## config.mk

```make
export PLATFORM = sky130hd
export DESIGN_NAME = edge_irq_ctrl
export DESIGN_NICKNAME = d
export VERILOG_FILES = /design/src/rtl/eic_pkg.sv /design/src/rtl/eic_pin_mux.sv /design/src/rtl/eic_regs.sv /design/src/rtl/eic_edge_core.sv /design/src/rtl/edge_irq_ctrl.sv
export SDC_FILE = /design/constraint.sdc
export NUM_CORES = 1
export LEC_CHECK = 0
export CAP_MARGIN = 20
export CORE_MARGIN = 1
export CORE_UTILIZATION = 40
export DETAILED_ROUTE_END_ITERATION = 8
export GPL_TIMING_DRIVEN = 0
export PLACE_DENSITY = 0.6
export SETUP_SLACK_MARGIN = 0.02
export SLEW_MARGIN = 20
export SYNTH_ARGS = -nofsm -noshare
export SYNTH_HDL_FRONTEND = slang
export SYNTH_SLANG_ARGS = --single-unit
```

## constraint.sdc

```tcl
create_clock -name clk -period 2.7 [get_ports clk]
set_input_delay 0.27 -clock clk [delete_from_list [all_inputs] [get_ports clk]]
set_output_delay 0.27 -clock clk [all_outputs]
set_load 0.02 [all_outputs]
```

## src/rtl/eic_pkg.sv

```systemverilog
package eic_pkg;
  localparam int ADDR_W = 4;

  localparam logic [ADDR_W-1:0] A_IMASK = 4'h0;
  localparam logic [ADDR_W-1:0] A_EMASK = 4'h1;
  localparam logic [ADDR_W-1:0] A_RISE  = 4'h2;
  localparam logic [ADDR_W-1:0] A_FALL  = 4'h3;
  localparam logic [ADDR_W-1:0] A_SWTRG = 4'h4;
  localparam logic [ADDR_W-1:0] A_PEND  = 4'h5;
  localparam logic [ADDR_W-1:0] A_PSEL0 = 4'h8;

  // which port-select word holds a line's field
  function automatic int psel_word(input int line, input int per_reg);
    return line / per_reg;
  endfunction

  // bit offset of a line's field inside its word
  function automatic int psel_off(input int line, input int per_reg, input int sel_w);
    return (line % per_reg) * sel_w;
  endfunction

  // enabled-edge test for one line
  function automatic logic edge_fire(input logic cur, input logic prv,
                                     input logic rs, input logic fs);
    return (cur & ~prv & rs) | (~cur & prv & fs);
  endfunction
endpackage

```

## src/rtl/eic_pin_mux.sv

```systemverilog
module eic_pin_mux #(
  parameter int NUM_PORTS = 7,
  parameter int PINS      = 16,
  parameter int SEL_W     = 4
) (
  input  logic                      clk,
  input  logic                      rst_n,
  input  logic [NUM_PORTS*PINS-1:0] pins_raw,
  input  logic [PINS*SEL_W-1:0]     sel_flat,
  output logic [PINS-1:0]           lvl
);
  localparam int RAW_W = NUM_PORTS * PINS;

  logic [RAW_W-1:0] sync1_q, sync2_q;

  always_ff @(posedge clk) begin
    if (!rst_n) begin
      sync1_q <= '0;
      sync2_q <= '0;
    end else begin
      sync1_q <= pins_raw;
      sync2_q <= sync1_q;
    end
  end

  for (genvar n = 0; n < PINS; n++) begin : g_line
    logic [SEL_W-1:0] code;
    logic             pick;
    assign code = sel_flat[n*SEL_W +: SEL_W];
    always_comb begin
      pick = 1'b0;
      for (int p = 0; p < NUM_PORTS; p++) begin
        if (int'(code) == p) pick = sync2_q[p*PINS + n];
      end
    end
    assign lvl[n] = pick;
  end
endmodule

```

## src/rtl/eic_regs.sv

```systemverilog
module eic_regs
  import eic_pkg::*;
#(
  parameter int LINES   = 19,
  parameter int PINS    = 16,
  parameter int SEL_W   = 4,
  parameter int PER_REG = 4,
  parameter int DATA_W  = 32
) (
  input  logic                  clk,
  input  logic                  rst_n,
  input  logic                  bus_wr,
  input  logic [ADDR_W-1:0]     bus_addr,
  input  logic [DATA_W-1:0]     bus_wdata,
  output logic [DATA_W-1:0]     bus_rdata,
  input  logic [LINES-1:0]      pend,
  input  logic [LINES-1:0]      swbits,
  output logic [LINES-1:0]      imask,
  output logic [LINES-1:0]      emask,
  output logic [LINES-1:0]      rise,
  output logic [LINES-1:0]      fall,
  output logic [LINES-1:0]      sw_set,
  output logic [LINES-1:0]      pend_clr,
  output logic [PINS*SEL_W-1:0] sel_flat
);
  localparam int NUM_SEL = PINS / PER_REG;
  localparam int SREG_W  = PER_REG * SEL_W;

  logic [SREG_W-1:0] psel_q [NUM_SEL];
  logic [LINES-1:0]  wr_lines;
  logic              unused_wd;

  assign wr_lines  = bus_wdata[LINES-1:0];
  assign unused_wd = ^bus_wdata[DATA_W-1:LINES];

  always_ff @(posedge clk) begin
    if (!rst_n) begin
      imask <= '0;
      emask <= '0;
      rise  <= '0;
      fall  <= '0;
    end else if (bus_wr) begin
      if (bus_addr == A_IMASK) imask <= wr_lines;
      if (bus_addr == A_EMASK) emask <= wr_lines;
      if (bus_addr == A_RISE)  rise  <= wr_lines;
      if (bus_addr == A_FALL)  fall  <= wr_lines;
    end
  end

  for (genvar k = 0; k < NUM_SEL; k++) begin : g_psel
    localparam logic [ADDR_W-1:0] MY_ADDR = A_PSEL0 + ADDR_W'(k);
    always_ff @(posedge clk) begin
      if (!rst_n)                            psel_q[k] <= '0;
      else if (bus_wr && bus_addr == MY_ADDR) psel_q[k] <= bus_wdata[SREG_W-1:0];
    end
  end

  for (genvar n = 0; n < PINS; n++) begin : g_field
    localparam int WI = psel_word(n, PER_REG);
    localparam int OF = psel_off(n, PER_REG, SEL_W);
    assign sel_flat[n*SEL_W +: SEL_W] = psel_q[WI][OF +: SEL_W];
  end

  assign sw_set   = (bus_wr && bus_addr == A_SWTRG) ? wr_lines : '0;
  assign pend_clr = (bus_wr && bus_addr == A_PEND)  ? wr_lines : '0;

  always_comb begin
    bus_rdata = '0;
    case (bus_addr)
      A_IMASK: bus_rdata[LINES-1:0] = imask;
      A_EMASK: bus_rdata[LINES-1:0] = emask;
      A_RISE:  bus_rdata[LINES-1:0] = rise;
      A_FALL:  bus_rdata[LINES-1:0] = fall;
      A_SWTRG: bus_rdata[LINES-1:0] = swbits;
      A_PEND:  bus_rdata[LINES-1:0] = pend;
      default: begin
        for (int k = 0; k < NUM_SEL; k++) begin
          if (bus_addr == A_PSEL0 + ADDR_W'(k)) bus_rdata[SREG_W-1:0] = psel_q[k];
        end
      end
    endcase
  end
endmodule

```

## src/rtl/eic_edge_core.sv

```systemverilog
module eic_edge_core
  import eic_pkg::*;
#(
  parameter int LINES = 19
) (
  input  logic             clk,
  input  logic             rst_n,
  input  logic [LINES-1:0] lvl,
  input  logic [LINES-1:0] rise,
  input  logic [LINES-1:0] fall,
  input  logic [LINES-1:0] emask,
  input  logic [LINES-1:0] sw_set,
  input  logic [LINES-1:0] pend_clr,
  output logic [LINES-1:0] line_hit,
  output logic [LINES-1:0] pend,
  output logic [LINES-1:0] swbits,
  output logic [LINES-1:0] evt_pulse
);
  logic [LINES-1:0] prev_q;
  logic [LINES-1:0] edge_det;

  for (genvar n = 0; n < LINES; n++) begin : g_edge
    assign edge_det[n] = edge_fire(lvl[n], prev_q[n], rise[n], fall[n]);
  end

  assign line_hit = edge_det | sw_set;

  always_ff @(posedge clk) begin
    if (!rst_n) begin
      prev_q    <= '0;
      pend      <= '0;
      swbits    <= '0;
      evt_pulse <= '0;
    end else begin
      prev_q    <= lvl;
      pend      <= (pend & ~pend_clr) | line_hit;
      swbits    <= (swbits & ~pend_clr) | sw_set;
      evt_pulse <= line_hit & emask;
    end
  end
endmodule

```

## src/rtl/edge_irq_ctrl.sv

```systemverilog
module edge_irq_ctrl
  import eic_pkg::*;
#(
  parameter int NUM_LINES   = 19,
  parameter int NUM_PORTS   = 7,
  parameter int PIN_LINES   = 16,
  parameter int SEL_W       = 4,
  parameter int SEL_PER_REG = 4,
  parameter int DATA_W      = 32
) (
  input  logic                           clk,
  input  logic                           rst_n,
  input  logic [NUM_PORTS*PIN_LINES-1:0] gpio_in,
  input  logic [NUM_LINES-PIN_LINES-1:0] int_evt,
  input  logic                           bus_wr,
  input  logic [ADDR_W-1:0]              bus_addr,
  input  logic [DATA_W-1:0]              bus_wdata,
  output logic [DATA_W-1:0]              bus_rdata,
  output logic [NUM_LINES-1:0]           irq_req,
  output logic [NUM_LINES-1:0]           evt_pulse
);
  logic [PIN_LINES*SEL_W-1:0] sel_flat;
  logic [PIN_LINES-1:0]       pin_lvl;
  logic [NUM_LINES-1:0]       line_lvl;
  logic [NUM_LINES-1:0]       imask_v, emask_v, rise_v, fall_v;
  logic [NUM_LINES-1:0]       sw_set, pend_clr, line_hit, pend_vec, sw_vec;

  eic_pin_mux #(.NUM_PORTS(NUM_PORTS), .PINS(PIN_LINES), .SEL_W(SEL_W)) u_mux (
    .clk(clk), .rst_n(rst_n), .pins_raw(gpio_in), .sel_flat(sel_flat), .lvl(pin_lvl)
  );

  assign line_lvl = {int_evt, pin_lvl};

  eic_regs #(.LINES(NUM_LINES), .PINS(PIN_LINES), .SEL_W(SEL_W),
             .PER_REG(SEL_PER_REG), .DATA_W(DATA_W)) u_regs (
    .clk(clk), .rst_n(rst_n), .bus_wr(bus_wr), .bus_addr(bus_addr),
    .bus_wdata(bus_wdata), .bus_rdata(bus_rdata), .pend(pend_vec), .swbits(sw_vec),
    .imask(imask_v), .emask(emask_v), .rise(rise_v), .fall(fall_v),
    .sw_set(sw_set), .pend_clr(pend_clr), .sel_flat(sel_flat)
  );

  eic_edge_core #(.LINES(NUM_LINES)) u_core (
    .clk(clk), .rst_n(rst_n), .lvl(line_lvl), .rise(rise_v), .fall(fall_v),
    .emask(emask_v), .sw_set(sw_set), .pend_clr(pend_clr), .line_hit(line_hit),
    .pend(pend_vec), .swbits(sw_vec), .evt_pulse(evt_pulse)
  );

  assign irq_req = pend_vec & imask_v;
endmodule

```

==> summary.txt <==
Outcome
  • Outcome: completed

Routing
  • Final ANT Viol Nets: 0
  • Average vias per placed instance: 5.28
  • Drt initial violations: 1232
  • Via count: 13300
  • Routed length per instance: 22.9 um
  • DRT Pass-1 Iters: 5
  • # DRC: 0
  • Routed WL: 57500 um

Clock tree
  • Later-pin clock latency in the skew report: 590 ps
  • CTS Root Cell: clkbuf_16
  • Clk pin slew, worst setup/hold paths: 60 ps
  • CTS Buffer Depth: 3
  • CTS sink cnt: 440
  • CTS tree: yes
  • CTS buffer count: 46
  • CTS HTree Levels: 2

Synthesis
  • Yosys warning count: 0
  • Main synth FF type: dfxtp_1
  • EDFF count, synth: 64
  • Sequential-to-total area share from yosys stat: 0.546
  • Cells after synthesis: 1639
  • Post-Syn Area: 17300 um2
  • Syn avg cell area: 10.6 um2
  • Ys async rst share: 0
  • Post-synthesis register bit count: 440
  • Count of cell types in the netlist: 69

STA
  • Setup-failing EPs final: 0
  • Fin. Hold Viols: 0
  • RSZ-0062 raised after global routing: false
  • Max Freq: 376 MHz
  • Slew @ Worst Pin: 1040 ps
  • Min cycle time layout: 2660 ps
  • Slew Viols, Final: 0
  • Final period util: 0.986
  • Final Skew: 19.2 ps
  • Sum of negative setup slack: 0 ps
  • Slew HR: 0.309

Global route
  • Largest net degree at the start of global routing: 15
  • Number of global-route vias before repair: 13000
  • Final global-route overflow total: 0
  • First-pass GRT wire length: 82900 um
  • GRT Resource Usage Total: 0.259
  • Antenna violations before repair: 2

Layout
  • Layout Utilization: 0.516
  • Syn-to-layout area delta: 26.2%
  • Fin area: 21800 um2
  • FILL cells: 3836
  • Fraction of layout cells with a size suffix above 1: 0.130
  • Final nets: 2056
  • Non-filler cells, final: 2517

Critical path
  • Critical path data arrival time: 2390 ps
  • R2R depth: 4
  • CP Max Fanout: 5
  • Critical Path Source Type: register
  • R2R setup slack: 500 ps
  • CP Buf/Inv Count: 1
  • Max stage delay on crit path: 610 ps
  • Worst path cell trace: mux4_2, nand2_1, nand3_1, dlygate4sd2_1
  • CP endpoint kind: output pin
  • Reg2reg end: u_core.evt_pulse[10]$_SDFF_PN0_
  • Critical path's slowest cell: edfxtp_1
  • Reg2reg start: u_regs.psel_q[2][8]$_SDFFCE_PN0P_
  • Crit path to: bus_rdata[10]
  • CP top delay family: flip-flops
  • Worst Setup SP: u_regs.psel_q[0][10]$_SDFFCE_PN0P_
  • CP required: 2430 ps
  • Kind of critical path: register to output pin
  • WP depth: 4

Power
  • Total chip power: 0.0150 W
  • P_leak: 8.09 nW
  • Net switching power: 0.00350 W
  • Peak supply drop: 445 uV
  • Sw frac: 0.234
  • Internal power: 0.0115 W
  • Flop pwr share: 0.472
  • Combinational fraction of design power: 0.080
  • Clock power share: 0.448
  • Pwr Density: 686 nW/um2

Hold path
  • Worst hold path type: input port to register

Floorplan
  • Core Box Area: 42300 um2
  • Initial Utilization: 0.409
  • Chip Width: 210 um
  • Die H: 210 um
  • Die ar.: 44100 um2
  • Row count: 75
  • I/O pin cnt: 224

Placement
  • Gpl congestion: 0.927
  • Placed inst area: 20000 um2
  • DP HPWL: 42000 um
  • # placed instances: 2419
  • PortBufs: 187

Job
  • Max Cap Viol: 0
synthesized netlist by cell type, types with 25 or more instances:
cell      instances  area (um2)
dfxtp_1         376        7530
buf_4            31         233
nand3_1          29         145
mux4_2           31         698
clkbuf_1         56         210
and2_1          314        1960
mux2i_1          25         250
a22oi_1          51         383
nor2_1           25        93.8
edfxtp_1         64        1920
nand2_1         228         856
a21oi_1         105         526
flip-flops by register name (all words and copies together), names as in the netlist:
register and cells:
u_regs.imask 19, u_core.prev_q 19, u_core.swbits 19, u_regs.rise 19, u_regs.fall 19, u_regs.psel_q 64
u_mux.sync1_q 112, u_core.pend 19, u_core.evt_pulse 19, u_regs.emask 19, u_mux.sync2_q 112
cell type report:
| cell class | instances | area [um2] | area share |
|---|---|---|---|
| sequential | 440 | 9450 | 0.433 |
| multi-input combinational | 1064 | 7130 | 0.327 |
| timing repair buffer | 203 | 2000 | 0.0915 |
| clock buffer | 77 | 1510 | 0.0689 |
| buffer | 126 | 802 | 0.0367 |
| tap | 577 | 722 | 0.0331 |
| clock inverter | 8 | 145 | 0.00665 |
| inverter | 21 | 78.8 | 0.00361 |
| antenna | 1 | 2.50 | 0.000115 |
power groups by stage:
stage	Combinational, W	Sequential [W]	Clock (W)
floorplan	0.000628	0.00712	0
global placement	0.00115	0.00720	0
detailed placement	0.00118	0.00720	0
CTS	0.00119	0.00706	0.00681
global route	0.00127	0.00708	0.00707
finish	0.00120	0.00706	0.00671
layout by cell type, fill, tap and decap left out, types with 7 or more instances in the layout:
master           instances
dfxtp_1                376
and2_1                 314
nand2_1                228
clkdlybuf4s50_1        164
a21oi_1                105
clkbuf_1                68
edfxtp_1                64
clkbuf_16               52
a22oi_1                 51
buf_4                   42
mux4_2                  31
nand3_1                 29
mux2i_1                 25
nor2_1                  25
buf_6                   22
inv_1                   20
nand2b_1                20
nor2b_1                 18
a31oi_1                 18
mux2_1                  14
buf_2                   13
conb_1                  13
clkbuf_8                12
nand4_1                 11
dlygate4sd2_1           11
a31o_2                  10
mux2_2                   9
a211oi_1                 9
nor3b_1                  7
nor4_1                   7
nor3_1                   7
or4_4                    7
o311ai_0                 7
a32o_1                   7
a41oi_2                  7
through the flow:
stage	setup WS (ps)	hold WS, ps
floorplan	51.0	392
global placement	-2020	417
detailed placement	-1100	417
CTS	21.4	0.118
global route	25.7	5.60
finish	36.9	22.1
layer usage:
metal	global-route usage	up-vias	part of all wire
met5	0	-	0.00023
met3	0.0448	129	0.077
met1	0.345	6364	0.43
li1	-	6149	-
met2	0.412	651	0.45
met4	0.119	2	0.043
worst register-to-register path, cell delays in order, from the launching register on:
cell,delay (ps)
edfxtp_1,530
mux4_2,450
nor2_1,90
o311ai_0,670
a31oi_1,270
repair_timing:
item,4_1_cts,5_1_grt
endpoints found under the setup margin,35,13
hold buffers,3,0
setup buffers,8,1
pin swaps,1,1
gates resized for setup,61,11
endpoints found under the hold margin,5,0
cell families (layout without fill, tap and decap cells):
group           after synthesis  after routing  synth area share
mux                          86             86            0.0785
buf+inv                     147            435            0.0472
simple gates                710            710             0.226
compound gates              255            255             0.102
flops                       440            440             0.546
other cells                   1             14          0.000217
worst min-delay path by stage:
stage	start	to	slack, ps	cells after the start
after CTS	bus_wdata[15]	u_regs.emask[15]$_SDFFE_PN0P_	0.1	3
after detailed placement	u_mux.sync1_q[108]$_SDFF_PN0_	u_mux.sync2_q[108]$_SDFF_PN0_	420	1
final	bus_wdata[8]	u_regs.emask[8]$_SDFFE_PN0P_	20	3
after global placement	u_mux.sync1_q[53]$_SDFF_PN0_	u_mux.sync2_q[53]$_SDFF_PN0_	420	1
after global routing	bus_wdata[15]	u_regs.emask[15]$_SDFFE_PN0P_	6	3
after floorplan	int_evt[0]	u_core.prev_q[16]$_SDFF_PN0_	390	1
Note: power is estimated with default switching activity, not from simulation.
